**src/rtl/ows_pkg.sv**
```systemverilog
`timescale 1ns/1ps
package ows_pkg;
  typedef enum logic [1:0] {
    ST_IDLE = 2'd0,
    ST_SLOT = 2'd1,
    ST_HOLD = 2'd2
  } ows_state_e;
endpackage

```
**src/rtl/ows_rst_sync.sv**
```systemverilog
`timescale 1ns/1ps
module ows_rst_sync #(
  parameter int STAGES = 2
) (
  input  logic clk,
  input  logic arst_n,
  output logic rst_n_sync
);
  logic [STAGES-1:0] chain_q;
  logic [STAGES-1:0] chain_d;

  always_comb begin
    chain_d = {chain_q[STAGES-2:0], 1'b1};
  end

  always_ff @(posedge clk or negedge arst_n) begin
    if (!arst_n) chain_q <= '0;
    else         chain_q <= chain_d;
  end

  assign rst_n_sync = chain_q[STAGES-1];
endmodule

```
**src/rtl/ows_sync2.sv**
```systemverilog
`timescale 1ns/1ps
module ows_sync2 #(
  parameter int STAGES    = 2,
  parameter bit RESET_VAL = 1'b1
) (
  input  logic clk,
  input  logic rst_n,
  input  logic d,
  output logic q
);
  logic [STAGES-1:0] chain_q;
  logic [STAGES-1:0] chain_d;

  always_comb begin
    chain_d = {chain_q[STAGES-2:0], d};
  end

  always_ff @(posedge clk or negedge rst_n) begin
    if (!rst_n) chain_q <= {STAGES{RESET_VAL}};
    else        chain_q <= chain_d;
  end

  assign q = chain_q[STAGES-1];
endmodule

```
**src/rtl/ows_lowrun.sv**
```systemverilog
`timescale 1ns/1ps
// Counts consecutive low samples and flags when the run is long enough
// to qualify a falling edge for the current speed mode.
module ows_lowrun #(
  parameter int CW         = 8,
  parameter bit HAS_FILTER = 1'b1
) (
  input  logic          clk,
  input  logic          rst_n,
  input  logic          line_s,
  input  logic          overdrive,
  input  logic [CW-1:0] filt_len,
  output logic          qualified
);
  localparam logic [CW-1:0] RUN_MAX = {CW{1'b1}};
  localparam logic [CW-1:0] ONE     = CW'(1);

  logic [CW-1:0] run_q;
  logic [CW-1:0] run_d;
  logic [CW-1:0] need;
  logic          run_en;

  generate
    if (HAS_FILTER) begin : g_filter
      always_comb begin
        if (overdrive || (filt_len == '0)) need = ONE;
        else                               need = filt_len;
      end
    end else begin : g_nofilter
      logic unused_cfg;
      assign unused_cfg = overdrive ^ (^filt_len);
      assign need = ONE;
    end
  endgenerate

  always_comb begin
    if (line_s)               run_d = '0;
    else if (run_q == RUN_MAX) run_d = run_q;
    else                      run_d = run_q + ONE;
    run_en = (run_d != run_q);
  end

  always_ff @(posedge clk or negedge rst_n) begin
    if (!rst_n)      run_q <= '0;
    else if (run_en) run_q <= run_d;
  end

  assign qualified = !line_s && (run_d >= need);
endmodule

```
**src/rtl/ows_holdoff.sv**
```systemverilog
`timescale 1ns/1ps
// Down-counter that times the hold-off window after each rising edge.
module ows_holdoff #(
  parameter int CW = 8
) (
  input  logic          clk,
  input  logic          rst_n,
  input  logic          load,
  input  logic [CW-1:0] len,
  output logic          done
);
  localparam logic [CW-1:0] ONE = CW'(1);

  logic [CW-1:0] cnt_q;
  logic [CW-1:0] cnt_d;
  logic          cnt_en;

  always_comb begin
    cnt_en = load || (cnt_q != '0);
    if (load) cnt_d = len;
    else      cnt_d = cnt_q - ONE;
  end

  always_ff @(posedge clk or negedge rst_n) begin
    if (!rst_n)      cnt_q <= '0;
    else if (cnt_en) cnt_q <= cnt_d;
  end

  assign done = (cnt_q == ONE) && !load;
endmodule

```
**src/rtl/ows_slot_detect.sv**
```systemverilog
`timescale 1ns/1ps
module ows_slot_detect #(
  parameter int CW          = 8,
  parameter int SYNC_STAGES = 2,
  parameter bit HAS_FILTER  = 1'b1
) (
  input  logic          clk,
  input  logic          rst_n,
  input  logic          line_in,
  input  logic          overdrive,
  input  logic [CW-1:0] filt_len,
  input  logic [CW-1:0] holdoff_len,
  output logic          slot_start,
  output logic          line_filt
);
  import ows_pkg::*;

  logic       rst_n_i;
  logic       line_s;
  logic       qual;
  logic       ho_load;
  logic       ho_done;
  ows_state_e st_q, st_d;
  logic       strobe_q, strobe_d;
  logic       filt_q, filt_d;
  logic       hold_active;

  ows_rst_sync #(.STAGES(2)) u_rst (
    .clk        (clk),
    .arst_n     (rst_n),
    .rst_n_sync (rst_n_i)
  );

  ows_sync2 #(.STAGES(SYNC_STAGES), .RESET_VAL(1'b1)) u_sync (
    .clk   (clk),
    .rst_n (rst_n_i),
    .d     (line_in),
    .q     (line_s)
  );

  ows_lowrun #(.CW(CW), .HAS_FILTER(HAS_FILTER)) u_low (
    .clk       (clk),
    .rst_n     (rst_n_i),
    .line_s    (line_s),
    .overdrive (overdrive),
    .filt_len  (filt_len),
    .qualified (qual)
  );

  ows_holdoff #(.CW(CW)) u_hold (
    .clk   (clk),
    .rst_n (rst_n_i),
    .load  (ho_load),
    .len   (holdoff_len),
    .done  (ho_done)
  );

  // Next-state logic
  always_comb begin
    st_d     = st_q;
    strobe_d = 1'b0;
    ho_load  = 1'b0;
    unique case (st_q)
      ST_IDLE: begin
        if (qual) begin
          strobe_d = 1'b1;
          st_d     = ST_SLOT;
        end
      end
      ST_SLOT: begin
        if (line_s) begin
          if (holdoff_len == '0) begin
            st_d = ST_IDLE;
          end else begin
            ho_load = 1'b1;
            st_d    = ST_HOLD;
          end
        end
      end
      ST_HOLD: begin
        if (ho_done) st_d = ST_IDLE;
      end
      default: st_d = ST_IDLE;
    endcase
    filt_d = (st_d != ST_SLOT);
  end

  // State registers
  always_ff @(posedge clk or negedge rst_n_i) begin
    if (!rst_n_i) begin
      st_q     <= ST_IDLE;
      strobe_q <= 1'b0;
      filt_q   <= 1'b1;
    end else begin
      st_q     <= st_d;
      strobe_q <= strobe_d;
      filt_q   <= filt_d;
    end
  end

  assign hold_active = (st_q == ST_HOLD);
  assign slot_start  = strobe_q;
  assign line_filt   = filt_q;
endmodule

```
**config.mk**
```make
export PLATFORM = sky130hd
export DESIGN_NAME = ows_slot_detect
export DESIGN_NICKNAME = d
export VERILOG_FILES = /design/src/rtl/ows_pkg.sv /design/src/rtl/ows_rst_sync.sv /design/src/rtl/ows_sync2.sv /design/src/rtl/ows_lowrun.sv /design/src/rtl/ows_holdoff.sv /design/src/rtl/ows_slot_detect.sv
export SDC_FILE = /design/constraint.sdc
export NUM_CORES = 1
export LEC_CHECK = 0
export CORE_AREA = 3 3 55 57
export CTS_CLUSTER_SIZE = 16
export DETAILED_ROUTE_END_ITERATION = 10
export DIE_AREA = 0 0 58 60
export DONT_BUFFER_PORTS = 1
export GPL_TIMING_DRIVEN = 0
export HOLD_SLACK_MARGIN = 0.08
export PLACE_DENSITY = 0.69
export REMOVE_ABC_BUFFERS = 1
export SLEW_MARGIN = 30
export SYNTH_ARGS = -nofsm -noshare
export SYNTH_HDL_FRONTEND = slang
export SYNTH_SLANG_ARGS = --single-unit
```
**constraint.sdc**
```tcl
create_clock -name clk -period 0.9 [get_ports clk]
set_clock_uncertainty 0.1 [all_clocks]
set_input_delay 0.27 -clock clk [delete_from_list [all_inputs] [get_ports clk]]
set_output_delay 0.27 -clock clk [all_outputs]
set_load 0.05 [all_outputs]
```
[After elaboration in Yosys (flattened, before gate mapping)]
Index checks and enable logic that the tools add are counted.
Cells by class
  reductions and logical operators: 10
  $add $sub $neg: 2
  equality and inequality tests: 6
  mux-type cells: 14
  magnitude comparators: 1
Operators by type and width (number)
  2-to-1 mux 8 bit: 4
  zero test 8 bit: 2
  adder 8 x 1 -> 8 bit (second input constant): 1
  == test 8 x 1 -> 1 bit (second input constant): 1
  == test 8 bit (second input constant): 1
  >= comparator 8 bit: 1
  2-to-1 mux 2 bit: 4
  inequality test 8 bit: 1
  nonzero test 8 bit: 1
  subtractor 8 x 1 -> 8 bit (second input constant): 1
  one-hot mux 2 bit (3 select lines): 1
  2-to-1 mux 1 bit: 5
  == test 2 x 1 -> 1 bit (second input constant): 1
  == test 2 bit (second input constant): 1
  logical AND 1 bit: 2
  zero test 1 bit: 2
  zero test 2 bit: 1
  logical OR 1 bit: 2
  inequality test 2 x 1 -> 1 bit (second input constant): 1
Word-level totals
  logic and storage cells: 40
  flip-flop bits (word level): 24
  bits of input ports: 20
  output and inout port bits: 2

[Logic depth before layout (Yosys ltp)]
Gate-level depths: netlist (run 1).
  depth after elaboration: 9
  mapped depth: 10
  mapped depth without buffers: 10

[Hierarchy]
A second synthesis (run 1) with hierarchy kept.
Second synthesis, totals
  cells, all modules: 160
  area total of the unflattened synthesis: 1503.9 sq um
Modules (own cells, without submodules)
  ows_lowrun: area an instance 688.2 sq um, seq. area each 200.2 sq um, cells each 81, instances 1
  ows_holdoff: area an instance 530.5 sq um, seq. area each 200.2 sq um, cells each 59, instances 1
  ows_slot_detect: area an instance 178.9 sq um, seq. area each 101.3 sq um, cells each 15, instances 1
  ows_rst_sync: area an instance 53.8 sq um, seq. area each 50.0 sq um, cells each 3, instances 1
  ows_sync2: area an instance 52.6 sq um, seq. area each 52.6 sq um, cells each 2, instances 1

[Least setup slack after synthesis (run 1)]
Ideal clock, no wire load.
  path kind: register -> register
  start: register u_low.run_q[0]
  end: register strobe_q, in the netlist slot_start
  cell stages (with the launch flop): 10
  slack: -1539 ps
  period minus slack after synthesis: 2439 ps
  library setup time: 67 ps
  data arrival time: 2272 ps
  path through: dfrtp_1 > ha_1 > nand2_1 > or4b_2 > o21ai_0 > nor2_1 > ha_1 > nand4_1 > o31ai_1 > and3_1
Between the ends
  word-level cells in the longest chain between the ends: 7
  elaborated cells on any way between the ends: 8
  those cells by class: add/sub: 1; order compare: 1; eq/ne: 1; mux: 4; reduce/logical: 1
Ends and longest elaborated chain
  start: declaration: line ows_lowrun.sv:18  | logic [CW-1:0] run_q;
  start signal: assignment: line ows_lowrun.sv:45  | else if (run_en) run_q <= run_d;
  adder 8 x 1 -> 8 bit or == test 8 bit (tied branches): line ows_lowrun.sv:39, ows_lowrun.sv:38
  2-to-1 mux 8 bit (*): line ows_lowrun.sv:38  | else if (run_q == RUN_MAX) run_d = run_q;
  2-to-1 mux 8 bit (*): line ows_lowrun.sv:37  | if (line_s) run_d = '0;
  via u_low.run_d[6]: line ows_lowrun.sv:19  | logic [CW-1:0] run_d;
  >= comparator 8 bit (*): line ows_lowrun.sv:48  | assign qualified = !line_s && (run_d >= need);
  logical AND 1 bit (*): line ows_lowrun.sv:48
  2-to-1 mux 1 bit (*): line ows_slot_detect.sv:65  | if (qual) begin
  2-to-1 mux 1 bit (*): line ows_slot_detect.sv:63  | unique case (st_q)
  via strobe_d: line ows_slot_detect.sv:24  | logic strobe_q, strobe_d;
  end signal: assignment: line ows_slot_detect.sv:96  | strobe_q <= strobe_d;
  end: declaration: line ows_slot_detect.sv:24
Mark *: on every way through the listed nets, which the timed path passes. The rest lies on a longest branch.
A chain may end at the register's enable or synchronous reset.

[Worst setup path in the final report (run 1)]
Ends and elaborated chain as after synthesis.

==> results of run 1 <==
-- metal layers --
layer	track usage (%)	up-vias	part of all wire (%)
met4	9.60	0	2.3
met1	33.8	687	44
met3	4.32	10	4.2
li1	-	614	-
met2	36.1	43	49
met5	0	-	0
-- final cells by class --
cell class	count	share of cell area (%)
multi-input combinational	119	50.9
inverter	4	0.705
tap	30	1.76
timing repair buffer	40	16.3
sequential	24	28.7
clock buffer	4	1.70
-- where the power goes --
part	internal (mW)	total [mW]	switching, mW
Sequential	1.33	1.76	0.428
Clock	0.248	0.580	0.332
Combinational	1.11	1.90	0.791
-- critical path, delay by kind of cell, from the launching register on --
kind | cells | cell delay [ns]
adder cells (fa/ha/maj) | 2 | 0.49
AO/OA/AOI/OAI | 2 | 0.38
flip-flops | 1 | 0.43
AND/OR/NAND/NOR | 5 | 0.98
-- cell families (layout without fill, tap and decap cells) --
kind of cell	Yosys count	after routing	share of synthesized area [%]
xor gates and xnor gates	6	6	3.69
buffers and inverters	7	48	2.02
DFF	24	24	42.4
adders and majority gates	11	11	9.66
other	1	1	0.263
AOI/OAI and AO/OA	29	29	13.3
and+or+nand+nor	66	66	24.2
muxes	6	6	4.48
-- cell usage in the layout (no fill, tap or decap), types with 3 or more instances in the layout --
master / synthesis / final
ha_1: 11 / 9
nor4_1: 4 / 3
dfrtp_2: 0 / 5
dfstp_2: 3 / 3
buf_4: 0 / 25
o21a_1: 3 / 3
a21oi_1: 5 / 4
mux2_4: 0 / 3
nand2_4: 0 / 3
nand2_2: 0 / 7
dfrtp_1: 21 / 16
o21ai_2: 0 / 4
clkbuf_4: 0 / 3
o21ai_1: 0 / 5
buf_6: 0 / 7
nand2_1: 14 / 4
nor2_1: 19 / 17
nand2b_1: 9 / 8
dlygate4sd3_1: 0 / 8
-- state kept, by name, summed over array words and instances, names as in the netlist --
register / cells
u_rst.chain_q: 2
u_hold.cnt_q: 8
u_sync.chain_q: 2
slot_start: 1
line_filt: 1
st_q: 2
u_low.run_q: 8
-- cell usage after synthesis, types with 2 or more instances --
| cell type | number |
|---|---|
| and3_1 | 2 |
| o21a_1 | 3 |
| mux2i_1 | 3 |
| inv_1 | 4 |
| nor4_1 | 4 |
| nand3_1 | 3 |
| nand2_1 | 14 |
| nand4_1 | 2 |
| buf_2 | 2 |
| mux2_2 | 2 |
| nand2b_1 | 9 |
| xor2_1 | 4 |
| dfrtp_1 | 21 |
| o21ai_0 | 11 |
| nor3_1 | 4 |
| xnor2_1 | 2 |
| nor2b_1 | 3 |
| nor2_1 | 19 |
| ha_1 | 11 |
| dfstp_2 | 3 |
| a21oi_1 | 5 |
-- final timing paths --
path,from,to,slack (ns),depth (start not counted)
setup / recovery,u_low.run_q[0]$_DFFE_PN0P_,slot_start$_DFF_PN0_,-1.53,9
hold / removal,holdoff_len[1],u_hold.cnt_q[1]$_DFFE_PN0P_,-0.006,1
setup reg to reg,u_low.run_q[0]$_DFFE_PN0P_,slot_start$_DFF_PN0_,-1.53,9
hold reg to reg,u_rst.chain_q[1]$_DFF_PN0_,st_q[0]$_DFF_PN0_,0.12,0
max in group asynchronous,u_rst.chain_q[1]$_DFF_PN0_,u_hold.cnt_q[7]$_DFFE_PN0P_,0.21,0
min in group asynchronous,rst_n,u_rst.chain_q[1]$_DFF_PN0_,0.06,1
-- what timing repair did --
action | CTS | global route
gates resized for setup | 59 | 24
setup buffers | 22 | 12
pin swaps | 22 | 18
endpoints found under the hold margin | 11 | 4
setup endpoints to repair | 44 | 22
==> out/qor.yml, run 1 <==
global_routing:
  grt_max_degree: 23
  antenna_found_initial: 0
  grt_pass1_wl_um: 6150
  grt_overflow_total: 0
  grt_usage_pct: 23.8
  grt_pass1_vias: 1285
synth:
  ys_ff_latch: 24
  synth_warnings: 0
  netlist_area_sq_mm: 0.00143
  synth.distinct_cells: 40
  async_flop_share_pct: 100
  synth.top_cell.area_share_pct: 36.9
  post-synth-top-area-cell: "dfrtp_1"
  synth_area_per_cell_sq_um: 9.50
  ys_seq_area_share_pct: 42.4
  syn_inst: 150
  synth_ff_type: "dfrtp_1"
  synth_edf_count: 0
  synthTopCellsByArea: "dfrtp_1 (37%), ha_1 (9.7%), dfstp_2 (5.5%)"
worst_setup_path:
  crit_path_end_kind: "register"
  crit_path_start_kind: "register"
  critical_path_class: "register to register"
  worst-path-max-fanout: 4
  cp.arrival_ns: 2.61
  crit_required_ns: 1.07
  worstPathCellList: "ha_4, nand2_4, or4b_4, o21ai_4, nor2_1, ha_1, nand4_1, o31ai_4, and3_1"
  max_stage_delay_ns: 0.51
  slowest_stage: "or4b_4"
place:
  dp_slack_ns: -1.84
  gp_congestion: 0.840
  dp_hpwl_um: 2020
  placed_area_sq_mm: 0.00145
  dp.cells: 177
  io_buffers: 0
detailed_routing:
  vias_per_cell: 6.13
  drt_iter0_markers: 73
  drc: 0
  drt-total-wl_um: 4260
  first_pass_iters: 5
  wire_per_inst_um: 19.3
  vias: 1354
  ant_nets: 0
timing:
  min_period_ns: 2.43
  setup_viol: 22
  slew_violations: 0
  period_share_pct: 270
  slew_headroom_pct: 50.1
  rsz0062_at_grt: "yes"
  worst_slack_ns: -1.53
  fmax_ghz: 0.411
  finalSetupTns_ns: -17.51
  worst_slew_pin_slew_ns: 0.741
  fin_hold_ws_ns: -0.00551
  final-hold-violation-count: 2
clocking:
  cts_tree: "done"
  numClockSinks: 24
  cts-root-buf: "clkbuf_4"
  cts_hold_buf: 8
  clkTransAtPathRegs_ns: 0.14
  clkLatencyLatePin_ns: 0.33
  clock_path_buffers: 2
  h-tree-depth: 1
  cts_buffers: 3
floorplanning:
  die_h_um: 60
  rows: 18
  design.die.area_sq_mm: 0.00348
  ios: 22
  die_w_um: 58
  core_sq_mm: 0.00252
  initial_core_util_pct: 56.5
power_and_ir_drop:
  power.density_mw_per_mm2: 1990
  power.leakage_nw: 0.915
  ir_drop_mv: 2.32
  p_total_mw: 4.24
outcome:
  outcome: "finished with violations"
  violations: "negative hold slack, negative setup slack"
hold_path:
  hold_path_class: "primary input to register"
job:
  drv_cap: 0
final_layout:
  area_growth_pct: 49.5
  multi_input_area_sq_mm: 0.00108
  seq_area_sq_um: 611
  stdcell_count: 221
  nets: 223
  antenna_cells: 0
  final_util_pct: 84.5
  drive_gt1_share_pct: 48.2
  final_design_area_no_fill_sq_mm: 0.00213
  fillers: 131
Note: power is estimated with default switching activity, not from simulation.
==> run 2, diff against run 1 <==
--- a/config.mk
+++ b/config.mk
@@ -14,6 +14,7 @@
 export HOLD_SLACK_MARGIN = 0.08
 export PLACE_DENSITY = 0.69
 export REMOVE_ABC_BUFFERS = 1
+export SKIP_LAST_GASP = 1
 export SLEW_MARGIN = 30
 export SYNTH_ARGS = -nofsm -noshare
 export SYNTH_HDL_FRONTEND = slang
==> run 2 against run 1 <==
The flow still finishes with violations (negative hold slack, negative setup slack). Sequential power about the same. Global-route usage shrank 0.88 points. Cell count increased by 0.45%. Clock power up 3%. Critical path depth did not move. Routed wire length rose by 4.5%. Combinational power up 3%. Via count down 1.1%. Core utilization increased by 0.45 points. Die area did not move. Maximum frequency is 1.9% lower.
==> out/qor.yml, run 2 (same netlist as run 1, synthesis figures left out) <==
outcome:
  outcome: "finished with violations"
  violations: "negative hold slack, negative setup slack"
worst_setup_path:
  crit_required_ns: 1.08
  crit_path_start_kind: "register"
  reg2reg_depth: 9
  timing.rr.end: "slot_start$_DFF_PN0_"
  r2r_setup_slack_ns: -1.58
  cp.arrival_ns: 2.66
  crit_family: "simple AND/OR/NAND/NOR gates"
  max_stage_delay_ns: 0.50
  crit_path_end_kind: "register"
  slowest_stage: "or4b_4"
  critical_path_class: "register to register"
  worst-path-max-fanout: 4
  crit_buf_inv: 0
  worstPathCellList: "ha_4, nand2_4, or4b_4, o21ai_4, nor2_1, ha_1, nand4_1, o31ai_4, and3_1"
  r2r_start: "u_low.run_q[0]$_DFFE_PN0P_"
clocking:
  cts_tree: "done"
  cts-root-buf: "clkbuf_4"
  clkTransAtPathRegs_ns: 0.14
  cts_buffers: 3
  numClockSinks: 24
  cts_hold_buf: 8
  clock_path_buffers: 2
  clkLatencyLatePin_ns: 0.34
  h-tree-depth: 1
detailed_routing:
  vias_per_cell: 6.03
  ant_nets: 0
  vias: 1339
  drt-total-wl_um: 4450
  drt_iter0_markers: 74
  drc: 0
  first_pass_iters: 4
  wire_per_inst_um: 20.1
timing:
  slew_headroom_pct: 61.8
  rsz0062_at_grt: "yes"
  worst_slew_pin_slew_ns: 0.569
  slew_violations: 0
  finalSetupTns_ns: -17.48
  setup_viol: 22
  fmax_ghz: 0.403
  worst_slack_ns: -1.58
  period_share_pct: 276
  fin_hold_ws_ns: -0.0189
  final-hold-violation-count: 2
  min_period_ns: 2.48
final_layout:
  final_common_cell: "buf_4"
  drive_gt1_share_pct: 47.9
  nets: 224
  antenna_cells: 0
  final_cell_mix: "buf_4 (26), nor2_1 (17), dfrtp_1 (16)"
  stdcell_count: 222
  reg_top3: "u_hold.cnt_q (8), u_low.run_q (8)"
  seq_area_sq_um: 611
  area_growth_pct: 50.3
  multi_input_area_sq_mm: 0.00108
  fillers: 133
global_routing:
  grt_usage_pct: 22.9
  grt_pass1_vias: 1296
  grt_max_degree: 23
  grt_pass1_wl_um: 5940
  grt_overflow_total: 0
  antenna_found_initial: 0
floorplanning:
  die_w_um: 58
  initial_core_util_pct: 56.5
  rows: 18
  die_h_um: 60
  design.die.area_sq_mm: 0.00348
  core_sq_mm: 0.00252
  ios: 22
place:
  io_buffers: 0
  dp.cells: 177
  dp_hpwl_um: 2020
  dp_slack_ns: -1.84
  gp_congestion: 0.840
power_and_ir_drop:
  p_sw_mw: 1.62
  pwr-share-seq_pct: 40.9
  combPwrFrac_pct: 45.3
  power.leakage_nw: 0.919
  ir_drop_mv: 2.30
  p_total_mw: 4.33
  p_sw_share_pct: 37.4
  cell_internal_pwr_mw: 2.71
  power.share.clock_pct: 13.7
  power.density_mw_per_mm2: 2020
job:
  drv_cap: 0
hold_path:
  hold_depth: 1
  hold_path_startpoint: "holdoff_len[1]"
  hold_path_class: "primary input to register"
  whs_endpoint: "u_hold.cnt_q[1]$_DFFE_PN0P_"
==> run 2: how the worst max path moves through the flow <==
stage	to	slack (ns)	start	depth (start not counted)
3_3_place_gp	slot_start$_DFF_PN0_	-1.77	u_low.run_q[0]$_DFFE_PN0P_	9
5_1_grt	slot_start$_DFF_PN0_	-1.69	u_low.run_q[3]$_DFFE_PN0P_	10
3_5_place_dp	slot_start$_DFF_PN0_	-1.84	u_low.run_q[0]$_DFFE_PN0P_	9
4_1_cts	slot_start$_DFF_PN0_	-1.51	u_low.run_q[0]$_DFFE_PN0P_	9
2_1_floorplan	slot_start$_DFF_PN0_	-1.53	u_low.run_q[0]$_DFFE_PN0P_	9
6_report	slot_start$_DFF_PN0_	-1.58	u_low.run_q[0]$_DFFE_PN0P_	9
==> run 2: final cells by class <==
| class | count | share of cell area (%) |
|---|---|---|
| repair buffers | 41 | 16.7 |
| inverters | 4 | 0.701 |
| flip-flops and latches | 24 | 28.5 |
| clock buffers | 4 | 1.69 |
| well taps | 30 | 1.75 |
| multi-input cells | 119 | 50.6 |
==> run 2: worst reg2reg max path, cell delays in order, from the launching register on <==
cell and delay [ns]:
dfrtp_2 0.43, ha_4 0.20, nand2_4 0.06, or4b_4 0.50, o21ai_4 0.09, nor2_1 0.08
ha_1 0.30, nand4_1 0.15, o31ai_4 0.30, and3_1 0.21
==> run 2: through the flow <==
step	cell area [sq um]	utilization (%)
after floorplan	1410	-
after global placement	1450	57.4
after detailed placement	1450	57.4
after CTS	1930	76.5
after global routing	2140	84.9
final	2140	84.9
==> run 2: timing repair <==
action                     4_1_cts  5_1_grt
buffers inserted                22       13
pin swaps                       22       17
setup endpoints to repair       44       22
gates resized for setup         57       28
hold endpoints to repair        11        4
==> run 2: metal layers <==
metal	up-vias	global-route usage (%)	part of all wire, %
met1	680	31.4	44
li1	613	-	-
met4	0	11.3	2.0
met2	39	34.8	50
met3	7	4.54	4.4
met5	-	0	0
==> run 2: power groups by stage <==
stage / combinational, mW / sequential [mW] / clock, mW
final: 1.96 / 1.77 / 0.595
after global placement: 0.801 / 1.67 / 0
after detailed placement: 0.841 / 1.69 / 0
after global routing: 2.15 / 1.81 / 0.638
after CTS: 1.38 / 1.75 / 0.587
after floorplan: 0.706 / 1.62 / 0
==> run 3, diff against run 2 <==
--- a/config.mk
+++ b/config.mk
@@ -5,10 +5,10 @@
 export SDC_FILE = /design/constraint.sdc
 export NUM_CORES = 1
 export LEC_CHECK = 0
-export CORE_AREA = 3 3 55 57
+export CORE_AREA = 2 2 54 56
 export CTS_CLUSTER_SIZE = 16
 export DETAILED_ROUTE_END_ITERATION = 10
-export DIE_AREA = 0 0 58 60
+export DIE_AREA = 0 0 56 58
 export DONT_BUFFER_PORTS = 1
 export GPL_TIMING_DRIVEN = 0
 export HOLD_SLACK_MARGIN = 0.08
==> run 3 against run 2 <==
The run still ends with negative hold slack, negative setup slack left. Sequential share of layout area grew 1.4 points. Die area shrank 6.7%. Register-to-register slack improved by 0.04 ns. First-iteration DRC count is 58% lower. Critical path type unchanged. Critical endpoint is now st_q[0]$_DFF_PN0_. Largest cell class unchanged.
==> out/qor.yml, run 3 (same netlist as run 1, synthesis figures left out) <==
power_and_ir_drop:
  p_sw_mw: 1.34
  p_sw_share_pct: 34.3
  power.leakage_nw: 0.885
  power.density_mw_per_mm2: 1920
  p_total_mw: 3.91
  ir_drop_mv: 2.01
  pwr-share-seq_pct: 45.0
  combPwrFrac_pct: 35.2
  power.share.clock_pct: 19.9
  cell_internal_pwr_mw: 2.57
global_routing:
  grt_max_degree: 23
  grt_pass1_vias: 1290
  antenna_found_initial: 0
  grt_pass1_wl_um: 5550
  grt_usage_pct: 22.2
  grt_overflow_total: 0
worst_setup_path:
  worst-path-max-fanout: 3
  cp.arrival_ns: 2.56
  crit_family: "compound AO/OA/AOI/OAI gates"
  max_stage_delay_ns: 0.44
  crit_path_end_kind: "register"
  critical_path_class: "register to register"
  crit_path_frequent_cell: "o21a_1"
  crit_path_start_kind: "register"
  r2r_setup_slack_ns: -1.54
  crit_buf_inv: 1
  slowest_stage: "dfrtp_1"
  worstPathCellList: "buf_4, and3_4, nor2b_2, mux2i_1, nor2_1, ha_1, a21oi_1, o21a_1, o31ai_4, o21a_1"
  crit_required_ns: 1.02
place:
  io_buffers: 0
  gp_congestion: 0.910
  dp_hpwl_um: 2000
  dp_slack_ns: -1.97
clocking:
  cts_hold_buf: 8
  numClockSinks: 24
  clkTransAtPathRegs_ns: 0.13
  clock_path_buffers: 2
  clkLatencyLatePin_ns: 0.32
  cts_tree: "done"
  cts_buffers: 3
  h-tree-depth: 1
  cts-root-buf: "clkbuf_4"
timing:
  worst_slack_ns: -1.54
  period_share_pct: 271
  fin_hold_ws_ns: -0.0128
  fmax_ghz: 0.410
  setup_viol: 22
  slew_violations: 0
  min_period_ns: 2.44
  final-hold-violation-count: 2
  worst_slew_pin_slew_ns: 0.611
  slew_headroom_pct: 58.9
  rsz0062_at_grt: "yes"
final_layout:
  final_common_cell: "buf_4"
  nets: 218
  reg_top3: "u_hold.cnt_q (8), u_low.run_q (8)"
  drive_gt1_share_pct: 38.7
  area_growth_pct: 42.8
  antenna_cells: 0
  final_cell_mix: "buf_4 (21), dfrtp_1 (18), nor2_1 (17)"
  fillers: 174
detailed_routing:
  first_pass_iters: 4
  drt_iter0_markers: 31
  wire_per_inst_um: 16.1
  drt-total-wl_um: 3490
  vias_per_cell: 5.85
  ant_nets: 0
  drc: 0
  vias: 1269
floorplanning:
  core_sq_mm: 0.00266
  ios: 22
  initial_core_util_pct: 53.5
  die_w_um: 56
  design.die.area_sq_mm: 0.00325
  rows: 19
  die_h_um: 58
job:
  drv_cap: 0
outcome:
  violations: "negative hold slack, negative setup slack"
  outcome: "finished with violations"
hold_path:
  hold_path_class: "primary input to register"
==> run 3: cell count changes in the layout (fill, tap and decap cells not counted), moves of 2 or more <==
cell,previous run,this run
nand2_1,4,10
buf_4,26,21
nand2_2,6,1
o21ai_2,5,1
o21ai_1,4,7
dfrtp_1,16,18
dfrtp_2,5,3
nor3_2,1,3
o21ai_0,1,3
==> run 3: stage by stage <==
stage | util (%) | cells | instance area (sq um) | TNS [ns]
finish | 76.4 | 217 | 2030 | -16.60
CTS | 73.4 | 213 | 1960 | -19.82
detailed placement | 54.5 | 178 | 1450 | -24.72
global placement | 54.5 | 178 | 1450 | -22.98
floorplan | - | 147 | 1410 | -15.80
global route | 76.4 | 217 | 2030 | -17.85
==> run 3: path summary, 6_finish.rpt <==
path | from | end | cells past startpoint
max | u_low.run_q[0]$_DFFE_PN0P_ | st_q[0]$_DFF_PN0_ | 10
min | holdoff_len[7] | u_hold.cnt_q[7]$_DFFE_PN0P_ | 1
max reg2reg | u_low.run_q[0]$_DFFE_PN0P_ | st_q[0]$_DFF_PN0_ | 10
min reg2reg | u_rst.chain_q[1]$_DFF_PN0_ | u_low.run_q[0]$_DFFE_PN0P_ | 0
max in group asynchronous | u_rst.chain_q[1]$_DFF_PN0_ | u_hold.cnt_q[0]$_DFFE_PN0P_ | 0
min in group asynchronous | rst_n | u_rst.chain_q[1]$_DFF_PN0_ | 1
==> run 3: metal layers <==
layer	part of all wire, %	global-route usage (%)
met1	40	23.8
met2	54	42.5
met3	3.3	2.90
met4	2.5	11.6
met5	0	0
==> run 3: cell type report <==
cell class	instances	area, sq um	share of cell area, %
clock buffers	3	22.5	1.11
flip-flops and latches	24	608	29.9
repair buffers	35	305	15.0
clock inverters	1	30.0	1.48
inverters	4	15.0	0.738
multi-input cells	119	1010	49.9
well taps	31	38.8	1.91
==> run 3: repair_timing <==
item / CTS / global route
resized for setup: 48 / 16
endpoints found under the hold margin: 11 / 4
pin swaps: 19 / 7
endpoints found under the setup margin: 44 / 22
buffers inserted: 23 / 4
==> run 3: power groups by stage <==
| stage | Clock [mW] | Sequential, mW | Combinational (mW) |
|---|---|---|---|
| 2_1_floorplan | 0 | 1.62 | 0.706 |
| 3_3_place_gp | 0 | 1.67 | 0.798 |
| 3_5_place_dp | 0 | 1.69 | 0.834 |
| 4_1_cts | 0.795 | 1.74 | 1.28 |
| 5_1_grt | 0.840 | 1.80 | 1.49 |
| 6_report | 0.777 | 1.76 | 1.38 |
